--- src/rtl/bc_pkg.sv ---
package bc_pkg;
  localparam int unsigned XW = 64;
  localparam int unsigned HW = XW / 2;

  typedef enum logic [3:0] {
    OP_CLZ_LO  = 4'd0,
    OP_CLZ_ALL = 4'd1,
    OP_CTZ_LO  = 4'd2,
    OP_CTZ_ALL = 4'd3,
    OP_POP_B   = 4'd4,
    OP_POP_H   = 4'd5,
    OP_POP_ALL = 4'd6,
    OP_PAR_H   = 4'd7,
    OP_PAR_ALL = 4'd8
  } bc_op_e;

  typedef struct packed {
    logic lt;
    logic gt;
    logic eq;
    logic so;
  } bc_cr_t;
endpackage

--- src/rtl/bc_zcount.sv ---
module bc_zcount #(
  parameter int unsigned W        = 64,
  parameter bit          TRAILING = 1'b0,
  localparam int unsigned CW      = $clog2(W) + 1
) (
  input  logic [W-1:0]  vec,
  output logic [CW-1:0] cnt
);
  // ordered[W-1] is always the first bit examined
  logic [W-1:0] ordered;

  generate
    if (TRAILING) begin : g_rev
      for (genvar i = 0; i < W; i++) begin : g_bit
        assign ordered[W-1-i] = vec[i];
      end
    end else begin : g_fwd
      assign ordered = vec;
    end
  endgenerate

  always_comb begin
    logic hit;
    hit = 1'b0;
    cnt = '0;
    for (int i = W - 1; i >= 0; i--) begin
      if (!hit) begin
        if (ordered[i]) hit = 1'b1;
        else            cnt = cnt + 1'b1;
      end
    end
  end
endmodule

--- src/rtl/bc_popcount.sv ---
module bc_popcount #(
  parameter int unsigned W = 64,
  localparam int unsigned NB = W / 8,
  localparam int unsigned HW = W / 2,
  localparam int unsigned CW = $clog2(W) + 1
) (
  input  logic [W-1:0]  src,
  output logic [W-1:0]  lane_cnt,
  output logic [W-1:0]  half_cnt,
  output logic [CW-1:0] full_cnt
);
  logic [3:0] byte_n [NB];

  generate
    for (genvar b = 0; b < NB; b++) begin : g_lane
      always_comb begin
        byte_n[b] = '0;
        for (int j = 0; j < 8; j++) byte_n[b] = byte_n[b] + 4'(src[8*b+j]);
      end
      assign lane_cnt[8*b +: 8] = {4'b0, byte_n[b]};
    end
  endgenerate

  logic [CW-2:0] lo_n, hi_n;

  always_comb begin
    lo_n = '0;
    hi_n = '0;
    for (int b = 0; b < NB / 2; b++) begin
      lo_n = lo_n + (CW-1)'(byte_n[b]);
      hi_n = hi_n + (CW-1)'(byte_n[b + NB/2]);
    end
  end

  always_comb begin
    half_cnt = '0;
    half_cnt[CW-2:0]      = lo_n;
    half_cnt[HW +: CW-1]  = hi_n;
  end

  assign full_cnt = CW'(lo_n) + CW'(hi_n);
endmodule

--- src/rtl/bc_parity.sv ---
module bc_parity #(
  parameter int unsigned W = 64,
  localparam int unsigned NB = W / 8,
  localparam int unsigned HW = W / 2
) (
  input  logic [W-1:0] src,
  output logic [W-1:0] half_par,
  output logic [W-1:0] full_par
);
  logic [NB-1:0] lsbs;

  generate
    for (genvar b = 0; b < NB; b++) begin : g_lsb
      assign lsbs[b] = src[8*b];
    end
  endgenerate

  always_comb begin
    half_par         = '0;
    half_par[0]      = ^lsbs[NB/2-1:0];
    half_par[HW]     = ^lsbs[NB-1:NB/2];
    full_par         = '0;
    full_par[0]      = ^lsbs;
  end
endmodule

--- src/rtl/bitcount_unit.sv ---
module bitcount_unit
  import bc_pkg::*;
(
  input  logic          clk,
  input  logic          rst_n,
  input  logic          in_valid,
  output logic          in_ready,
  input  logic [3:0]    in_op,
  input  logic [XW-1:0] in_src,
  input  logic          in_rc,
  input  logic          in_so,
  output logic          out_valid,
  input  logic          out_ready,
  output logic [XW-1:0] out_result,
  output logic          out_cr_we,
  output logic [3:0]    out_cr
);
  localparam int unsigned CWH = $clog2(HW) + 1;
  localparam int unsigned CWX = $clog2(XW) + 1;

  logic [CWH-1:0] clz_lo, ctz_lo;
  logic [CWX-1:0] clz_all, ctz_all, pop_all;
  logic [XW-1:0]  pop_lane, pop_half, par_half, par_all;

  bc_zcount #(.W(HW), .TRAILING(1'b0)) u_clz_lo  (.vec(in_src[HW-1:0]), .cnt(clz_lo));
  bc_zcount #(.W(XW), .TRAILING(1'b0)) u_clz_all (.vec(in_src),         .cnt(clz_all));
  bc_zcount #(.W(HW), .TRAILING(1'b1)) u_ctz_lo  (.vec(in_src[HW-1:0]), .cnt(ctz_lo));
  bc_zcount #(.W(XW), .TRAILING(1'b1)) u_ctz_all (.vec(in_src),         .cnt(ctz_all));

  bc_popcount #(.W(XW)) u_pop (
    .src(in_src), .lane_cnt(pop_lane), .half_cnt(pop_half), .full_cnt(pop_all)
  );

  bc_parity #(.W(XW)) u_par (.src(in_src), .half_par(par_half), .full_par(par_all));

  logic [XW-1:0] res_c;
  logic          zero_op;
  logic          cr_we_c;
  bc_cr_t        cr_c;

  always_comb begin
    res_c   = '0;
    zero_op = 1'b0;
    case (bc_op_e'(in_op))
      OP_CLZ_LO:  begin res_c[CWH-1:0] = clz_lo;  zero_op = 1'b1; end
      OP_CLZ_ALL: begin res_c[CWX-1:0] = clz_all; zero_op = 1'b1; end
      OP_CTZ_LO:  begin res_c[CWH-1:0] = ctz_lo;  zero_op = 1'b1; end
      OP_CTZ_ALL: begin res_c[CWX-1:0] = ctz_all; zero_op = 1'b1; end
      OP_POP_B:   res_c = pop_lane;
      OP_POP_H:   res_c = pop_half;
      OP_POP_ALL: res_c[CWX-1:0] = pop_all;
      OP_PAR_H:   res_c = par_half;
      OP_PAR_ALL: res_c = par_all;
      default:    res_c = '0;
    endcase
  end

  assign cr_we_c = zero_op && in_rc;

  always_comb begin
    cr_c = '0;
    if (cr_we_c) begin
      cr_c.lt = res_c[XW-1];
      cr_c.gt = !res_c[XW-1] && (res_c != '0);
      cr_c.eq = (res_c == '0);
      cr_c.so = in_so;
    end
  end

  assign in_ready = !out_valid || out_ready;

  always_ff @(posedge clk) begin
    if (!rst_n) begin
      out_valid  <= 1'b0;
      out_result <= '0;
      out_cr_we  <= 1'b0;
      out_cr     <= '0;
    end else begin
      if (in_valid && in_ready) begin
        out_valid  <= 1'b1;
        out_result <= res_c;
        out_cr_we  <= cr_we_c;
        out_cr     <= cr_c;
      end else if (out_ready) begin
        out_valid  <= 1'b0;
      end
    end
  end


  clz_lo_bound_chk: assert property (@(posedge clk) disable iff (!rst_n)
    clz_lo <= CWH'(HW));


  pop_sum_chk: assert property (@(posedge clk) disable iff (!rst_n)
    pop_all == CWX'(pop_half[CWH-1:0]) + CWX'(pop_half[HW +: CWH]));


  cr_lt_clear_chk: assert property (@(posedge clk) disable iff (!rst_n)
    out_valid && out_cr_we |-> !out_cr[3]);


  cr_eq_match_chk: assert property (@(posedge clk) disable iff (!rst_n)
    out_valid && out_cr_we |-> (out_cr[1] == (out_result == '0)));


  stall_hold_chk: assert property (@(posedge clk) disable iff (!rst_n)
    out_valid && !out_ready |=> out_valid && $stable(out_result) && $stable(out_cr) && $stable(out_cr_we));


  stall_block_chk: assert property (@(posedge clk) disable iff (!rst_n)
    out_valid && !out_ready |-> !in_ready);
endmodule

--- config.mk ---
export PLATFORM = sky130hd
export DESIGN_NAME = bitcount_unit
export DESIGN_NICKNAME = d
export VERILOG_FILES = /design/src/rtl/bc_pkg.sv /design/src/rtl/bc_zcount.sv /design/src/rtl/bc_popcount.sv /design/src/rtl/bc_parity.sv /design/src/rtl/bitcount_unit.sv
export SDC_FILE = /design/constraint.sdc
export NUM_CORES = 1
export LEC_CHECK = 0
export BUFFER_PORTS_ARGS = -buffer_cell sky130_fd_sc_hd__buf_2
export CORE_MARGIN = 1.5
export CORE_UTILIZATION = 50
export CTS_CLUSTER_DIAMETER = 120
export CTS_CLUSTER_SIZE = 25
export DETAILED_ROUTE_END_ITERATION = 8
export HOLD_SLACK_MARGIN = 0.05
export PLACE_DENSITY_LB_ADDON = 0.1
export SKIP_LAST_GASP = 1
export SLEW_MARGIN = 20
export SYNTH_ARGS = -nofsm -noshare
export SYNTH_HDL_FRONTEND = slang
export SYNTH_SLANG_ARGS = --single-unit
export TNS_END_PERCENT = 5
--- constraint.sdc ---
create_clock -name clk -period 80.3 [get_ports clk]
set_clock_uncertainty 0.2 [all_clocks]
set_input_delay 16.06 -clock clk [delete_from_list [all_inputs] [get_ports clk]]
set_output_delay 16.06 -clock clk [all_outputs]
set_load 0.02 [all_outputs]
==> impl_metrics.tcl <==
set metrics [dict create \
    start_util_pct 50.6 \
    synth_top_area_cell "xnor2_1" \
    internal_power_mw 0.162 \
    synthCells 4167 \
    die_w_um 244 \
    r2r_setup_slack_ns 78.45 \
    finalCriticalPeriod_ns 57.83 \
    drv_slew 0 \
    drt_wl_total_um 92300 \
    reg2regPathDepth 6 \
    cts_inserted_buffers 5 \
    stdcell_count 4947 \
    synth_edf_count 0 \
    drt-pass1-iter-count 7 \
    cts_resized 0 \
    status "finished clean" \
    coreArea_um2 57600 \
    synth_cell_type_count 120 \
    drcViolationCount 0 \
    fin_area_um2 30400 \
    cts_htree_levels 2 \
    crit_required_ns 80.32 \
    vias 29600 \
    dieArea_um2 59700 \
    hold_end "out_result[3]" \
    worstMarginPinSlew_ns 1.07 \
    cts_buffer_depth 2 \
    hp-class "register to register" \
    worst_path_most_repeated_cell "ha_1" \
    hold_path.startpoint "out_result[3]" \
    fmax_mhz 17.3 \
    r2r_end "out_result[24]" \
    mostFrequentLayoutCells "nand2_1, nor2_1, xnor2_1, a21oi_1, o21ai_0" \
    nets 4502 \
    pwr-share-comb_pct 86.3 \
    slowest_delay_ns 0.79 \
    cp-end-kind "register" \
    viasPerCell 5.98 \
    postCtsSetupRepairBufs 0 \
    relSlewSlack_pct 28.3 \
    synth_seq_area_share_pct 2.89 \
    leakage_nw 12.2 \
    cts.sinks 42 \
    syn2layout_area_growth_pct 4.26 \
    clkLatencyLatePin_ns 0.28 \
    dieHeight_um 244 \
    min_period_over_period_pct 72.0 \
    grt_max_degree 45 \
    gp_congestion 0.960 \
    clkSlewWorstSetupHoldPaths_ns 0.06 \
    worstSetupStartpointType "input pin" \
    syn_area_per_cell_um2 6.99 \
    drtIter0Drc 1941 \
    grt_pass1_vias 27900 \
    p_sw_share_pct 51.3 \
    seqPwrFrac_pct 6.8 \
    placed_cell_area_um2 30200 \
    n_antenna_cell 0 \
    ant_nets 0 \
    ys_warn_count 0 \
    antenna_found_initial 0 \
    overflow 0 \
    synth_top_area_share_pct 11.3 \
    rsz0062_at_grt "false" \
    holdPathStages 2 \
    ios 145 \
    drive_gt1_share_pct 7.68 \
    hold_violations 0 \
    r2r-start "out_valid" \
    setup_ws_ns 22.47 \
    cp_max_fo 9 \
    cp.arrival_ns 57.85 \
    power_density_nw_per_um2 11.0 \
    dpl.hpwl_um 77000 \
    cts_hold_buf 0 \
    layout_commonest_cell "nand2_1" \
    wl_per_cell_um 18.6 \
    setup_viol 0 \
    syn-cell-area_um2 29100 \
    place_inst 4940 \
    synthFlopType "dfxtp_1" \
    crit_type "input pin to register" \
    synthTopCellsByArea "xnor2_1, ha_1, nand2_1" \
    io_buffers 116 \
    synthArstFlopShare_pct 0 \
    ys_ff_latch 42 \
    power.switching_mw 0.171 \
    fin_setup_tns_ns 0 \
    cts_tree "done" \
    cap_violations 0 \
    root_buffer "clkbuf_16" \
    grt_pass1_wl_um 147000 \
    peakVddDrop_uv 40.7 \
    clkPwrFrac_pct 6.9 \
    preCtsSetupSlack_ns 22.28 \
    grt_usage_pct 29.8 \
    num_rows 88 \
    slowest_stage "o311ai_0" \
]
-- per-layer routing --
| layer | vias up | GRT usage [%] | wire (µm) |
|---|---|---|---|
| li1 | 14700 | - | - |
| met1 | 14000 | 38.0 | 40500 |
| met2 | 724 | 53.3 | 44900 |
| met3 | 144 | 1.27 | 3440 |
| met4 | 0 | 10.7 | 3410 |
| met5 | - | 0 | 0 |
-- critical path, delay by kind of cell --
kind | cells | cell delay, ns
muxes | 28 | 4.23
AOI/OAI and AO/OA | 60 | 10.03
xor gates and xnor gates | 1 | 0.33
adders and majority gates | 61 | 19.57
buffers and inverters | 7 | 0.78
and+or+nand+nor | 63 | 6.76
-- cells by family (layout without fill, tap and decap cells) --
| group | Yosys count | in the layout | synth area share (%) |
|---|---|---|---|
| AO/OA/AOI/OAI | 888 | 888 | 19.5 |
| XOR/XNOR | 675 | 675 | 24.6 |
| adder cells (fa/ha/maj) | 260 | 260 | 12.2 |
| buffers and inverters | 358 | 345 | 5.16 |
| flip-flops | 42 | 42 | 2.89 |
| multiplexers | 146 | 146 | 5.31 |
| other | 1 | 29 | 0.0129 |
| AND/OR/NAND/NOR | 1797 | 1797 | 30.3 |
-- sequential cells by signal, indices dropped and copies added, names as in the netlist --
register,count
out_result,37
out_cr,3
out_cr_we,1
out_valid,1
-- worst max-delay path by stage --
stage	to	slack [ns]	startpoint	cells after the start
after floorplan	out_cr[1]	26.62	in_src[63]	221
after global placement	out_cr[1]	23.29	in_src[63]	220
after detailed placement	out_cr[1]	22.28	in_src[63]	220
after CTS	out_cr[1]	22.50	in_src[63]	220
after global routing	out_cr[1]	18.88	in_src[63]	220
final	out_cr[1]	22.47	in_src[63]	220
-- through the flow --
step                hold slack [ns]  power [mW]  util (%)
floorplan                     0.338       0.246         -
global placement              0.252       0.303      52.4
detailed placement            0.258       0.306      52.4
CTS                           0.266       0.331      52.7
global route                  0.299       0.369      52.7
finish                        0.263       0.333      52.7
-- cells in the mapped netlist, drive strengths merged (44+ instances only) --
master    n
a21o     44
nand2   502
fa       45
mux2i   110
nand3   140
and3     58
o21ai   239
clkbuf   98
a21oi   247
ha      201
nor3    149
nor4     46
xnor2   404
nor2    466
nand4    54
buf      58
inv     199
and2     73
xor2    215
nor2b   112
-- final cells by class --
class	count	area, µm²
inverters	202	758
fillers	5972	27200
clock inverters	1	30.0
well taps	765	957
flip-flops and latches	42	841
multi-input cells	3795	26900
clock buffers	6	139
repair buffers	136	731
-- power by group through the flow --
stage	sequential [mW]	combinational [mW]	clock, mW
detailed placement	0.0232	0.283	0
floorplan	0.0247	0.221	0
finish	0.0227	0.287	0.0228
CTS	0.0227	0.285	0.0232
global route	0.0228	0.322	0.0241
global placement	0.0232	0.280	0
Power figures use the tool's default switching activity.
